$ cat src/rtl/acc_pkg.sv
// Package: shared encodings for the accumulator core.
// Holds opcode constants, memory operation codes, sequencer states,
// ALU selections and the bundle of control points the sequencer drives.
package acc_pkg;

    // Opcode field values (instruction bits 14:10)
    localparam logic [4:0] OPC_CMPL  = 5'b00000;
    localparam logic [4:0] OPC_SHR   = 5'b00001;
    localparam logic [4:0] OPC_BNEG  = 5'b00010;
    localparam logic [4:0] OPC_JUMP  = 5'b00011;
    localparam logic [4:0] OPC_STORE = 5'b00100;
    localparam logic [4:0] OPC_LOAD  = 5'b00101;
    localparam logic [4:0] OPC_ANDI  = 5'b00110;
    localparam logic [4:0] OPC_ADDI  = 5'b00111;

    // Memory request codes seen on the bus
    typedef enum logic [1:0] {
        MOP_NOP = 2'b00,
        MOP_RD  = 2'b01,
        MOP_WR  = 2'b10
    } mop_t;

    // Sequencer states
    typedef enum logic [2:0] {
        ST_RESET,
        ST_FETCH,
        ST_LATCH,
        ST_EXEC,
        ST_LDWAIT
    } state_t;

    // ALU function selection
    typedef enum logic [2:0] {
        ALU_NOT,
        ALU_SHR,
        ALU_AND,
        ALU_ADD,
        ALU_PASS
    } alu_op_t;

    // Control points driven by the sequencer each cycle
    typedef struct packed {
        logic    pc_inc;
        logic    pc_load;
        logic    ir_load;
        logic    ac_load;
        logic    b_from_mem;
        logic    addr_from_ir;
        alu_op_t alu_op;
        mop_t    mem_op;
    } ctrl_t;

endpackage

$ cat src/rtl/acc_alu.sv
// Module: acc_alu
// Combinational ALU between the accumulator (a) and a second operand (b).
// Assumes b is already zero-extended or comes from memory; the shift is
// logical and the addition wraps modulo 2^WORD_W.
module acc_alu
    import acc_pkg::*;
#(
    parameter int WORD_W = 16
) (
    input  alu_op_t            op,
    input  logic [WORD_W-1:0]  a,
    input  logic [WORD_W-1:0]  b,
    output logic [WORD_W-1:0]  y
);

    // Select the result for the requested function
    always_comb begin
        case (op)
            ALU_NOT: y = ~a;
            ALU_SHR: y = {1'b0, a[WORD_W-1:1]};
            ALU_AND: y = a & b;
            ALU_ADD: y = a + b;
            default: y = b;
        endcase
    end

endmodule

$ cat src/rtl/acc_pc.sv
// Module: acc_pc
// Program counter. Clears on reset, loads a target when asked, otherwise
// steps by STEP bytes when asked. Load wins over increment.
module acc_pc #(
    parameter int ADDR_W = 10,
    parameter int STEP   = 2
) (
    input  logic              clk,
    input  logic              rst_n,
    input  logic              inc,
    input  logic              load,
    input  logic [ADDR_W-1:0] target,
    output logic [ADDR_W-1:0] pc_q
);

    localparam logic [ADDR_W-1:0] STEP_V = ADDR_W'(STEP);

    // Hold, load or advance the program counter
    always_ff @(posedge clk) begin
        if (!rst_n)
            pc_q <= '0;
        else if (load)
            pc_q <= target;
        else if (inc)
            pc_q <= pc_q + STEP_V;
    end

endmodule

$ cat src/rtl/acc_ctrl.sv
// Module: acc_ctrl
// Instruction sequencer. Walks fetch, latch and execute states (plus one
// wait state for loads) and drives every datapath control point. Assumes
// memory returns read data on the cycle after the request.
module acc_ctrl
    import acc_pkg::*;
(
    input  logic       clk,
    input  logic       rst_n,
    input  logic [4:0] opcode,
    input  logic       ac_neg,
    output state_t     state_q,
    output ctrl_t      ctl
);

    state_t state_d;

    // Advance the sequencer state
    always_ff @(posedge clk) begin
        if (!rst_n)
            state_q <= ST_RESET;
        else
            state_q <= state_d;
    end

    // Choose the next state from the current state and opcode
    always_comb begin
        case (state_q)
            ST_RESET:  state_d = ST_FETCH;
            ST_FETCH:  state_d = ST_LATCH;
            ST_LATCH:  state_d = ST_EXEC;
            ST_EXEC:   state_d = (opcode == OPC_LOAD) ? ST_LDWAIT : ST_FETCH;
            ST_LDWAIT: state_d = ST_FETCH;
            default:   state_d = ST_RESET;
        endcase
    end

    // Drive control points for the current state
    always_comb begin
        ctl = '0;
        ctl.alu_op = ALU_PASS;
        ctl.mem_op = MOP_NOP;
        case (state_q)
            ST_FETCH: begin
                ctl.pc_inc = 1'b1;
                ctl.mem_op = MOP_RD;
            end
            ST_LATCH: ctl.ir_load = 1'b1;
            ST_EXEC: begin
                case (opcode)
                    OPC_CMPL: begin
                        ctl.ac_load = 1'b1;
                        ctl.alu_op  = ALU_NOT;
                    end
                    OPC_SHR: begin
                        ctl.ac_load = 1'b1;
                        ctl.alu_op  = ALU_SHR;
                    end
                    OPC_BNEG:  ctl.pc_load = ac_neg;
                    OPC_JUMP:  ctl.pc_load = 1'b1;
                    OPC_STORE: begin
                        ctl.addr_from_ir = 1'b1;
                        ctl.mem_op       = MOP_WR;
                    end
                    OPC_LOAD: begin
                        ctl.addr_from_ir = 1'b1;
                        ctl.mem_op       = MOP_RD;
                    end
                    OPC_ANDI: begin
                        ctl.ac_load = 1'b1;
                        ctl.alu_op  = ALU_AND;
                    end
                    OPC_ADDI: begin
                        ctl.ac_load = 1'b1;
                        ctl.alu_op  = ALU_ADD;
                    end
                    default: ;
                endcase
            end
            ST_LDWAIT: begin
                ctl.ac_load    = 1'b1;
                ctl.b_from_mem = 1'b1;
                ctl.alu_op     = ALU_PASS;
            end
            default: ;
        endcase
    end

    AST_RESET_QUIET: assert property (@(posedge clk) !rst_n |=> (ctl.mem_op == MOP_NOP));
    AST_NO_RESERVED_OP: assert property (@(posedge clk) disable iff (!rst_n) ctl.mem_op != 2'b11);

endmodule

$ cat src/rtl/acc_core.sv
// Module: acc_core
// Top of the accumulator processor. Holds the instruction and accumulator
// registers, selects the memory address and ALU operand, and wires the
// program counter and sequencer. Assumes a synchronous memory with one
// cycle of read latency; the indirect flag (bit WORD_W-1) is not decoded.
module acc_core
    import acc_pkg::*;
#(
    parameter int WORD_W = 16
) (
    input  logic                  clk,
    input  logic                  rst_n,
    output logic [WORD_W-7:0]     mem_addr,
    output logic [WORD_W-1:0]     mem_wdata,
    input  logic [WORD_W-1:0]     mem_rdata,
    output logic [1:0]            mem_op
);

    localparam int OPC_W       = 5;
    localparam int ADDR_W      = WORD_W - 1 - OPC_W;
    localparam int INSTR_BYTES = WORD_W / 8;

    state_t              state_q;
    ctrl_t               ctl;
    logic [WORD_W-2:0]   ir_q;
    logic [WORD_W-1:0]   ac_q;
    logic [WORD_W-1:0]   alu_b;
    logic [WORD_W-1:0]   alu_y;
    logic [ADDR_W-1:0]   pc_q;
    logic [ADDR_W-1:0]   x_fld;
    logic [OPC_W-1:0]    opcode;

    assign x_fld  = ir_q[ADDR_W-1:0];
    assign opcode = ir_q[WORD_W-2 -: OPC_W];

    acc_ctrl u_ctrl (
        .clk     (clk),
        .rst_n   (rst_n),
        .opcode  (opcode),
        .ac_neg  (ac_q[WORD_W-1]),
        .state_q (state_q),
        .ctl     (ctl)
    );

    acc_pc #(
        .ADDR_W (ADDR_W),
        .STEP   (INSTR_BYTES)
    ) u_pc (
        .clk    (clk),
        .rst_n  (rst_n),
        .inc    (ctl.pc_inc),
        .load   (ctl.pc_load),
        .target (x_fld),
        .pc_q   (pc_q)
    );

    // Second ALU operand: memory word for loads, zero-extended X otherwise
    always_comb begin
        if (ctl.b_from_mem)
            alu_b = mem_rdata;
        else
            alu_b = {{(WORD_W-ADDR_W){1'b0}}, x_fld};
    end

    acc_alu #(
        .WORD_W (WORD_W)
    ) u_alu (
        .op (ctl.alu_op),
        .a  (ac_q),
        .b  (alu_b),
        .y  (alu_y)
    );

    // Capture the fetched instruction (flag bit is not kept)
    always_ff @(posedge clk) begin
        if (!rst_n)
            ir_q <= '0;
        else if (ctl.ir_load)
            ir_q <= mem_rdata[WORD_W-2:0];
    end

    // Update the accumulator from the ALU
    always_ff @(posedge clk) begin
        if (!rst_n)
            ac_q <= '0;
        else if (ctl.ac_load)
            ac_q <= alu_y;
    end

    assign mem_addr  = ctl.addr_from_ir ? x_fld : pc_q;
    assign mem_wdata = ac_q;
    assign mem_op    = ctl.mem_op;

    AST_FETCH_STEP: assert property (@(posedge clk) disable iff (!rst_n)
        (state_q == ST_FETCH) |=> (pc_q == $past(mem_addr) + ADDR_W'(INSTR_BYTES)));
    AST_STORE_HOLDS_AC: assert property (@(posedge clk) disable iff (!rst_n)
        (mem_op == MOP_WR) |=> $stable(ac_q));
    AST_LOAD_CAPTURE: assert property (@(posedge clk) disable iff (!rst_n)
        (state_q == ST_LDWAIT) |=> (ac_q == $past(mem_rdata)));
    AST_BNEG_FALLTHRU: assert property (@(posedge clk) disable iff (!rst_n)
        (state_q == ST_EXEC && opcode == OPC_BNEG && !ac_q[WORD_W-1]) |=> (pc_q == $past(pc_q)));
    AST_SHR_ZERO_FILL: assert property (@(posedge clk) disable iff (!rst_n)
        (state_q == ST_EXEC && opcode == OPC_SHR) |=> !ac_q[WORD_W-1]);

endmodule

$ cat config.mk
export PLATFORM = sky130hd
export DESIGN_NAME = acc_core
export DESIGN_NICKNAME = d
export VERILOG_FILES = /design/src/rtl/acc_pkg.sv /design/src/rtl/acc_alu.sv /design/src/rtl/acc_pc.sv /design/src/rtl/acc_ctrl.sv /design/src/rtl/acc_core.sv
export SDC_FILE = /design/constraint.sdc
export NUM_CORES = 1
export LEC_CHECK = 0
export ABC_AREA = 1
export ABC_CLOCK_PERIOD_IN_PS = 2900
export BUFFER_PORTS_ARGS = -buffer_cell sky130_fd_sc_hd__buf_2
export CAP_MARGIN = 20
export CORE_MARGIN = 2
export CORE_UTILIZATION = 33
export DETAILED_ROUTE_END_ITERATION = 8
export SYNTH_ARGS = -nofsm -noshare
export SYNTH_HDL_FRONTEND = slang
export SYNTH_SLANG_ARGS = --single-unit
$ cat constraint.sdc
create_clock -name clk -period 2.9 [get_ports clk]
set_input_delay 0.58 -clock clk [delete_from_list [all_inputs] [get_ports clk]]
set_output_delay 0.58 -clock clk [all_outputs]
set_load 0.1 [all_outputs]
==> metrics.md, run 1 <==
| Metric | Value |
|---|---|
| Status | complete, no violations |
| Area Overhead vs Synth | 16.72% |
| Period utilization | 92.27% |
| Drt via density | 4.980 |
| Mapped cell area | 3525 um^2 |
| CP max-delay cell | dfxtp_2 |
| Slew of the pin with the lowest slew margin | 0.8286 ns |
| Vias in the first global route | 3418 |
| Clock root buffer master | clkbuf_8 |
| Crit path time final | 2.676 ns |
| Number of setup violations in the final report | 0 |
| Synth warn | 0 |
| Post-synth EDFFs | 0 |
| Top post-synthesis cells by count | nand2_1 (126), inv_1 (97), o21ai_0 (60), a21oi_1 (51), nor2_1 (46) |
| DRC violations left | 0 |
| Pre-CTS setup slack | 0.2518 ns |
| WL per Instance | 13.21 um |
| Share of layout cells above drive strength 1 | 14.26% |
| Cell mode on critical path | nand2_1 |
| Buffers on Ports | 45 |
| Max_cap viols | 0 |
| DRT iter0 DRCs | 207 |
| Grt ovf | 0 |
| Hold Path Class | reg -> reg |
| Row cnt | 37 |
| GP Congestion | 0.9300 |
| Syn_nets | 610 |
| Total power | 1733 uW |
| Most frequent cell after synthesis | nand2_1 |
| Initial antenna violation count | 0 |
| Slew margin rel. | 44.62% |
| DRT antenna net count | 0 |
| Final WL | 9855 um |
| Inserted Clock Buffers | 5 |
| Clk slew on worst S/H paths | 0.10 ns |
| Clk buf depth | 2 |
| Final #Nets | 647 |
| RSZ-0062 raised after global routing | false |
| Crit path DAT | 2.10 ns |
| Die X | 107.3 um |
| CP Cell Sequence | inv_1 > nor3_1 > nand2_1 > nand2_1 > buf_4 > nor2_1 > a21oi_1 > buf_12 |
| CP required | 2.32 ns |
| CP max stage delay | 0.43 ns |
| Setup repair bufs after CTS | 0 |
| Largest net degree at the start of global routing | 40 |
| Fraction of registers with async set/reset | 0% |
| Max VDD drop | 0.1985 mV |
| Filler Cell Count | 1139 |
| Primary FF master, synth | dfxtp_1 |
| Top cell type's share of synthesized area | 24.99% |
| Clk_skew | 0.01369 ns |
| CTS tree | yes |
| Fmax | 373.7 MHz |
| I/O pin count | 46 |
| Dominant cell type by area after synthesis | dfxtp_1 |
| Cts hold-fix bufs | 0 |
| Area of placed instances | 3986 um^2 |
| Clock Sink Count | 44 |
| Synth unique cells | 38 |
| Final Instance Area | 4114 um^2 |
| Post-route setup slack | 0.2241 ns |
| Worst-path maximum fanout | 20 |
| Synth Register Bits | 44 |
| Largest cells by area after synthesis | dfxtp_1 (25%), nand2_1 (13%), inv_1 (10%) |
| Slew Viols, Final | 0 |
| Hpwl dp | 7554 um |
| Fin Hold WS | 0.5085 ns |
| Total Die Area | 11520 um^2 |
| DR vias | 3715 |
| First-pass GRT wire length | 16090 um |
| Synthesized area per cell | 6.162 um^2 |
| H-tree depth | 2 |
| Cells after Synth | 572 |
| Leakage | 0.002035 uW |
| Total track usage | 17.29% |
| Startpoint types | register |
| Crit. End Element | output port |
| Core footprint | 10370 um^2 |
| WS Path Type | reg -> out |
| DIE HEIGHT | 107.3 um |
| Final Hold Vio Count | 0 |
| Clock latency at the later pin of the worst-skew pair | 0.31 ns |
| Iteration count of the initial detailed-routing pass | 7 |
| Power per standard cell area | 421.3 nW/um^2 |
| Initial Util | 33.99% |
| Post-synthesis sequential area ratio | 24.99% |
| Diode count | 0 |
| Setup TNS | 0 ns |
[repair_timing]
item,in CTS,in global routing
hold endpoints to repair,0,0
resized for setup,0,3
endpoints found under the setup margin,0,13
[state kept, by name, indices dropped and copies added (netlist names)]
signal / count
mem_wdata: 16
u_pc.pc_q: 10
u_ctrl.state_q: 3
ir_q: 15
[worst paths after layout]
kind / startpoint / to / slack, ns / depth (start not counted)
max: ir_q[10] / mem_addr[7] / 0.22 / 8
min: ir_q[6] / ir_q[6] / 0.51 / 2
max reg2reg: u_ctrl.state_q[1] / mem_wdata[8] / 0.30 / 18
min reg2reg: ir_q[6] / ir_q[6] / 0.51 / 2
[cell families after synthesis]
logic type / synth area share, %
flops: 24.99
xor+xnor: 1.491
fa+ha+maj: 7.313
simple gates: 31.45
buf+inv: 14.31
compound gates: 20.45
[cell usage in the layout, fill, tap and decap left out, types with 4 or more instances in the layout]
master,instances
xor2_1,6
nor3_1,4
buf_12,10
buf_2,35
nand4_1,4
nand2_1,126
or2_2,4
buf_4,4
dfxtp_1,43
nor2_4,4
ha_1,19
o21ai_0,60
nor2_1,46
a21oi_1,51
nand3b_1,4
inv_2,7
inv_1,97
nand3_1,43
clkbuf_8,5
o22ai_1,6
[area by class of cell]
type | count | area (um^2) | area share (%)
Multi-Input combinational cell | 405 | 2151 | 52.28
Clock buffer | 5 | 68.82 | 1.673
Inverter | 104 | 390.4 | 9.489
Sequential cell | 44 | 882.1 | 21.44
Timing Repair Buffer | 49 | 405.4 | 9.854
Tap cell | 136 | 170.2 | 4.136
Clock inverter | 3 | 46.29 | 1.125
[critical path, delay by kind of cell, from the launching register on]
family	cells	cell delay, ns
buffers and inverters	3	0.57
flip-flops	1	0.43
AO/OA/AOI/OAI	1	0.21
AND/OR/NAND/NOR	4	0.56
[through the flow]
stage	utilization, %	std cells
2_1_floorplan	-	572
3_3_place_gp	38.44	738
3_5_place_dp	38.44	738
4_1_cts	39.55	746
5_1_grt	39.67	746
6_report	39.67	746
[metal layers]
layer,GRT usage (%),part of all wire (%)
met5,0,0
met4,5.495,2.3
met3,2.119,4.6
met2,29.52,47
met1,22.64,46
[power breakdown]
part	total [uW]	switching [uW]	internal, uW
sequential	693	41.6	651
clock	511	251	260
combinational	530	389	141
(Power assumes the default switching activity.)
==> inputs of run 2 (changes only) <==
SYNTH_HIERARCHICAL = 1   (was unset)
==> run 2 against run 1 <==
Sequential share of layout area shrank 2.2 points. Critical path type is now reg -> reg. Count of clock-buffer cells in the layout is the same. Critical endpoint is now mem_wdata[14]. Sequential power shrank 2%. Combinational power shrank 13%. Synthesized cell count grew 20%. Clock skew shrank 0.0077 ns.
==> metrics.md, run 2 <==
| Metric | Value |
|---|---|
| Status | complete, no violations (unchanged) |
| GP Congestion | 0.9017 (was 0.9300) |
| Pre-CTS setup slack | 0.2440 ns (was 0.2518 ns) |
| WS Path Type | reg -> reg (was reg -> out) |
| Largest register FFs | 16 (unchanged) |
| RSZ-0062 raised after global routing | false (unchanged) |
| Iteration count of the initial detailed-routing pass | 5 (was 7) |
| Largest net degree at the start of global routing | 33 (was 40) |
| Total track usage | 16.87% (was 17.29%) |
| Clk slew on worst S/H paths | 0.07 ns (was 0.10 ns) |
| Total power | 1708 uW (was 1733 uW) |
| Top post-synthesis cells by count | nand2_1 (213), nor2_1 (108), inv_1 (98), dfxtp_1 (44), a21oi_1 (32) (was nand2_1 (126), inv_1 (97), o21ai_0 (60), a21oi_1 (51), nor2_1 (46)) |
| Clock root buffer master | clkbuf_16 (was clkbuf_8) |
| Row cnt | 40 (was 37) |
| DRT iter0 DRCs | 314 (was 207) |
| Diode count | 0 (unchanged) |
| Largest cells by area after synthesis | dfxtp_1 (22%), nand2_1 (20%), nor2_1 (10%) (was dfxtp_1 (25%), nand2_1 (13%), inv_1 (10%)) |
| Clock latency at the later pin of the worst-skew pair | 0.29 ns (was 0.31 ns) |
| First-pass GRT wire length | 17730 um (was 16090 um) |
| Slew Viols, Final | 0 (unchanged) |
| Crit. End Element | register (was output port) |
| Grt ovf | 0 (unchanged) |
| DIE HEIGHT | 113.6 um (was 107.3 um) |
| Core footprint | 11860 um^2 (was 10370 um^2) |
| Synthesized area per cell | 5.799 um^2 (was 6.162 um^2) |
| Leakage | 0.002202 uW (was 0.002035 uW) |
| Clk buf depth | 2 (unchanged) |
| Post-synth EDFFs | 0 (unchanged) |
| Fraction of registers with async set/reset | 0% (unchanged) |
| Setup repair bufs after CTS | 0 (unchanged) |
| Final Hold Vio Count | 0 (unchanged) |
| Final WL | 10680 um (was 9855 um) |
| CTS tree | yes (unchanged) |
| Period utilization | 88.87% (was 92.27%) |
| Clk_skew | 0.005982 ns (was 0.01369 ns) |
| Drt via density | 4.679 (was 4.980) |
| Synth Register Bits | 44 (unchanged) |
| Initial Util | 33.44% (was 33.99%) |
| Die X | 113.6 um (was 107.3 um) |
| Mapped cell area | 3966 um^2 (was 3525 um^2) |
| H-tree depth | 2 (unchanged) |
| Crit path DAT | 2.81 ns (was 2.10 ns) |
| Cell Count, Final, Fillers Out | 868 (was 746) |
| Max_cap viols | 0 (unchanged) |
| Crit path time final | 2.577 ns (was 2.676 ns) |
| FF/Latch Area | 880.8 um^2 (was 882.1 um^2) |
| Final #Nets | 757 (was 647) |
| Post-route setup slack | 0.3227 ns (was 0.2241 ns) |
| CP required | 3.13 ns (was 2.32 ns) |
| Startpoint types | register (unchanged) |
| Most frequent cell after synthesis | nand2_1 (unchanged) |
| Cells after Synth | 684 (was 572) |
| Most common cell after layout, fill and taps aside | nand2_1 (unchanged) |
| Slew of the pin with the lowest slew margin | 0.8839 ns (was 0.8286 ns) |
| Syn_nets | 720 (was 610) |
| Clock Sink Count | 44 (unchanged) |
| Filler Cell Count | 1315 (was 1139) |
| Worst-path maximum fanout | 19 (was 20) |
| Post-synthesis sequential area ratio | 22.21% (was 24.99%) |
| I/O pin count | 46 (unchanged) |
| WL per Instance | 12.31 um (was 13.21 um) |
| Final core utilization | 38.63% (was 39.67%) |
| Share of layout cells above drive strength 1 | 16.50% (was 14.26%) |
| Synth warn | 6 (was 0) |
| Dominant cell type by area after synthesis | dfxtp_1 (unchanged) |
| Commonest cells after routing, fill and taps aside | nand2_1 (213), nor2_1 (108), inv_1 (97) (was nand2_1 (126), inv_1 (97), o21ai_0 (60)) |
| DR vias | 4061 (was 3715) |
| DRT antenna net count | 0 (unchanged) |
| Fin Hold WS | 0.4836 ns (was 0.5085 ns) |
| Synth unique cells | 43 (was 38) |
| Primary FF master, synth | dfxtp_1 (unchanged) |
| Vias in the first global route | 3700 (was 3418) |
| Top cell type's share of synthesized area | 22.21% (was 24.99%) |
| Fmax | 388.0 MHz (was 373.7 MHz) |
| Power per standard cell area | 372.8 nW/um^2 (was 421.3 nW/um^2) |
| Max VDD drop | 0.2655 mV (was 0.1985 mV) |
| Inserted Clock Buffers | 5 (unchanged) |
| Footprint of the multi-input gates | 2522 um^2 (was 2151 um^2) |
| Number of setup violations in the final report | 0 (unchanged) |
| Buffers on Ports | 45 (unchanged) |
| Cts hold-fix bufs | 0 (unchanged) |
| Placed cell count | 861 (was 738) |
| Area Overhead vs Synth | 15.52% (was 16.72%) |
| Hold Path Class | reg -> reg (unchanged) |
| DRC violations left | 0 (unchanged) |
| Total Die Area | 12910 um^2 (was 11520 um^2) |
| Hpwl dp | 8143 um (was 7554 um) |
| Slew margin rel. | 41.01% (was 44.62%) |
| Initial antenna violation count | 0 (unchanged) |
-- run 2: cell count changes after synthesis, sizes merged, moves of 4 or more --
cell,change
inv,+7
xor2,-5
o21ai,-32
a221oi,+4
nand3,-14
a21oi,-17
nand2,+94
nor2,+66
o22ai,-5
clkbuf,-8
buf,+11
a22oi,+5
-- run 2: cells by family after synthesis --
kind of cell	Yosys count	synth area share (%)
adders and majority gates	18	5.867
xor gates and xnor gates	1	0.2209
AOI/OAI and AO/OA	89	13.72
DFF	44	22.21
and+or+nand+nor	397	43.03
buffers and inverters	135	14.95
-- run 2: through the flow --
| stage | instance area, um^2 | TNS [ns] |
|---|---|---|
| 2_1_floorplan | 3996 | -1.286 |
| 3_3_place_gp | 4441 | 0 |
| 3_5_place_dp | 4441 | 0 |
| 4_1_cts | 4578 | 0 |
| 5_1_grt | 4582 | 0 |
| 6_report | 4582 | 0 |
-- run 2: area by class of cell --
cell class              instances  share of cell area (%)
clock buffers                   5                   2.731
clock inverters                 2                  0.2731
inverters                     113                   9.285
multi-input cells             505                   55.05
flip-flops and latches         44                   19.22
well taps                     147                   4.014
repair buffers                 52                   9.421
-- run 2: routing by layer --
| metal | GRT usage (%) | vias to the layer above | wire length (um) |
|---|---|---|---|
| met2 | 28.62 | 87 | 5026 |
| li1 | - | 2199 | - |
| met3 | 1.753 | 7 | 379 |
| met5 | 0 | - | 0 |
| met4 | 4.146 | 0 | 96 |
| met1 | 23.04 | 1768 | 5182 |
-- run 2: worst paths after layout --
kind / cells past startpoint / endpoint / start / slack (ns)
worst max-delay path: 20 / mem_wdata[14] / u_ctrl/state_q[0] / 0.32
worst min-delay path: 2 / ir_q[0] / ir_q[0] / 0.48
worst max register to register: 20 / mem_wdata[14] / u_ctrl/state_q[0] / 0.32
worst min register to register: 2 / ir_q[0] / ir_q[0] / 0.48
-- run 2: what timing repair did --
| item | 4_1_cts | 5_1_grt |
|---|---|---|
| hold endpoints to repair | 0 | 0 |
| setup endpoints to repair | 0 | 5 |
| gates resized for setup | 0 | 2 |
-- run 2: critical path: stages, from the launching register on --
cell	delay, ns
dfxtp_1	0.35
nor2_1	0.12
nand2_1	0.10
inv_2	0.12
buf_6	0.18
nor2_1	0.05
a21oi_1	0.23
ha_1	0.33
nand2_1	0.08
nand2_1	0.06
nand2_1	0.06
nand2_1	0.07
a21oi_1	0.18
nand2_1	0.08
nand2_1	0.06
nand3_1	0.06
a21oi_1	0.14
inv_1	0.05
nand2_1	0.05
nand2_1	0.05
nor2_1	0.08
-- run 2: power by group --
group | total (uW) | switching [uW] | leakage (uW) | internal (uW)
clock network | 569 | 255 | 0.0000657 | 314
logic | 459 | 328 | 0.00178 | 131
registers | 680 | 40.9 | 0.000358 | 639
==> inputs of run 3 (changes only) <==
BUFFER_PORTS_ARGS = -buffer_cell sky130_fd_sc_hd__buf_4   (was -buffer_cell sky130_fd_sc_hd__buf_2)
GPL_ROUTABILITY_DRIVEN = 0   (was unset)
SLEW_MARGIN = 10   (was unset)
==> run 3 against run 2 <==
Sequential share of layout area is essentially flat. Clock power grew 23%. Sequential power is essentially flat. Cell count is the same. Total power grew 8.0%. Critical path type unchanged. Utilization is essentially flat. Final area grew 0.11%. Count of clock-buffer cells in the layout grew 1. Die area is the same. Combinational power grew 1%. Clock skew grew 0.0019 ns.
==> metrics.md, run 3 (same netlist as run 2, synthesis figures left out) <==
| Metric | Value |
|---|---|
| Status | complete, no violations (unchanged) |
| Initial antenna violation count | 0 (unchanged) |
| DRC violations left | 0 (unchanged) |
| Most common cell after layout, fill and taps aside | nand2_1 (unchanged) |
| Largest register FFs | 16 (unchanged) |
| Worst-path maximum fanout | 17 (was 19) |
| CP max-delay cell | dfxtp_1 (unchanged) |
| CP required | 3.13 ns (about the same) |
| Vias in the first global route | 3910 (was 3700) |
| WL per Instance | 12.64 um (was 12.31 um) |
| Total track usage | 17.87% (was 16.87%) |
| Row cnt | 40 (unchanged) |
| Buffers on Ports | 45 (unchanged) |
| Clk buf depth | 2 (unchanged) |
| DRT antenna net count | 0 (unchanged) |
| DR vias | 4104 (was 4061) |
| Crit path time final | 2.556 ns (was 2.577 ns) |
| Setup TNS | 0 ns (unchanged) |
| Inserted Clock Buffers | 5 (unchanged) |
| Diode count | 0 (unchanged) |
| Final Hold Vio Count | 0 (unchanged) |
| Core footprint | 11860 um^2 (unchanged) |
| CP Depth | 20 (unchanged) |
| Crit path buffers/inverters | 4 (was 3) |
| Iteration count of the initial detailed-routing pass | 5 (unchanged) |
| Max_cap viols | 0 (unchanged) |
| Power per standard cell area | 402.3 nW/um^2 (was 372.8 nW/um^2) |
| Slew Viols, Final | 0 (unchanged) |
| Clk slew on worst S/H paths | 0.07 ns (about the same) |
| Slew margin rel. | 39.57% (was 41.01%) |
| Grt ovf | 0 (unchanged) |
| Max VDD drop | 0.1803 mV (was 0.2655 mV) |
| WS Path Type | reg -> reg (unchanged) |
| Cell mode on critical path | nand2_1 (unchanged) |
| Total power | 1845 uW (was 1708 uW) |
| Clock Sink Count | 44 (unchanged) |
| Period utilization | 88.12% (was 88.87%) |
| CP max stage delay | 0.35 ns (about the same) |
| CP Cell Sequence | nor2_1 > nand2_1 > inv_4 > buf_6 > nor2_1 > a21oi_1 > ha_1 > nand2_2 > inv_2 > nand2_1 > nand2_1 > a21oi_2 > nand2_1 > nand2_1 > nand3_1 > a21oi_1 > inv_1 > nand2_1 > nand2_1 > nor2_1 (was nor2_1 > nand2_1 > inv_2 > buf_6 > nor2_1 > a21oi_1 > ha_1 > nand2_1 > nand2_1 > nand2_1 > nand2_1 > a21oi_1 > nand2_1 > nand2_1 > nand3_1 > a21oi_1 > inv_1 > nand2_1 > nand2_1 > nor2_1) |
| Final WL | 10970 um (was 10680 um) |
| Area Overhead vs Synth | 15.65% (was 15.52%) |
| Clock root buffer master | clkbuf_16 (unchanged) |
| Filler Cell Count | 1326 (was 1315) |
| Drt via density | 4.728 (was 4.679) |
| Share of layout cells above drive strength 1 | 16.78% (was 16.50%) |
| Largest net degree at the start of global routing | 39 (was 33) |
| Slew of the pin with the lowest slew margin | 0.9054 ns (was 0.8839 ns) |
| DRT iter0 DRCs | 281 (was 314) |
| H-tree depth | 2 (unchanged) |
| Number of setup violations in the final report | 0 (unchanged) |
| Clock latency at the later pin of the worst-skew pair | 0.29 ns (about the same) |
| First-pass GRT wire length | 18910 um (was 17730 um) |
| Clk_skew | 0.007911 ns (was 0.005982 ns) |
| Die X | 113.6 um (unchanged) |
| I/O pin count | 46 (unchanged) |
| Fmax | 391.3 MHz (was 388.0 MHz) |
| Crit path DAT | 2.79 ns (was 2.81 ns) |
| Commonest cells after routing, fill and taps aside | nand2_1 (213), nor2_1 (108), inv_1 (97) (unchanged) |
| Leakage | 0.002205 uW (was 0.002202 uW) |
| Initial Util | 33.44% (unchanged) |
| Crit-path leading delay family | simple AND/OR/NAND/NOR gates (unchanged) |
| Hpwl dp | 8176 um (was 8143 um) |
| Final #Nets | 756 (was 757) |
| Crit. End Element | register (unchanged) |
| Hold path cells | 2 (unchanged) |
| Hold Path Class | reg -> reg (unchanged) |
| RSZ-0062 raised after global routing | false (unchanged) |
| Startpoint types | register (unchanged) |
| DIE HEIGHT | 113.6 um (unchanged) |
| CTS tree | yes (unchanged) |
| Reg2Reg Depth | 20 (unchanged) |
| Total Die Area | 12910 um^2 (unchanged) |
==> run 3: cell count changes in the layout (fill, tap and decap cells not counted), sizes merged <==
| cell | change |
|---|---|
| buf | -1 |
| bufinv | +1 |
| clkbuf | +1 |
| clkinvlp | -1 |
==> run 3: report_power, final <==
part	switching [uW]	internal [uW]	leakage, uW
clock network	267	433	0.0000871
logic	329	136	0.00176
registers	41.6	639	0.000358
total	638	1210	0.00221
==> run 3: path summary, 6_finish.rpt <==
kind                      from       endpoint  slack [ns]
min reg2reg            ir_q[1]        ir_q[1]        0.49
max          u_ctrl/state_q[0]  mem_wdata[15]        0.34
max reg2reg  u_ctrl/state_q[0]  mem_wdata[15]        0.34
min                    ir_q[1]        ir_q[1]        0.49
==> run 3: per-layer routing <==
metal  up-vias  part of all wire, %  GRT usage, %
met3        18                  3.9         2.338
met4         0                  2.2         6.341
met1      1805                   48         24.17
li1       2188                    -             -
met5         -                    0             0
met2        93                   45         29.30
==> run 3: metrics by stage <==
stage / setup slack [ns] / util, % / std cells / instance area (um^2) / hold slack (ns)
3_5_place_dp: 0.2144 / 37.06 / 860 / 4395 / 0.4806
4_1_cts: 0.1883 / 38.55 / 868 / 4573 / 0.4901
3_3_place_gp: 0.2603 / 37.06 / 860 / 4395 / 0.4792
2_1_floorplan: -0.6429 / - / 684 / 3996 / 0.4601
5_1_grt: 0.001829 / 38.67 / 868 / 4587 / 0.5183
6_report: 0.3444 / 38.67 / 868 / 4587 / 0.4877
==> run 3: final cells by class <==
class	instances	area [um^2]	share of cell area, %
inverters	113	427.9	9.329
clock buffers	6	138.9	3.028
well taps	147	183.9	4.010
multi-input cells	505	2530	55.16
clock inverters	2	38.79	0.8456
repair buffers	51	386.6	8.429
flip-flops and latches	44	880.8	19.20
==> run 3: worst min-delay path: stages (launching register included) <==
cell,delay (ns)
dfxtp_1,0.32
nor2_1,0.08
nor2_1,0.05
==> run 3: what timing repair did <==
| item | in CTS | in global routing |
|---|---|---|
| setup buffers | 0 | 0 |
| hold buffers | 0 | 0 |
| gates resized for setup | 0 | 5 |
| endpoints found under the setup margin | 0 | 9 |
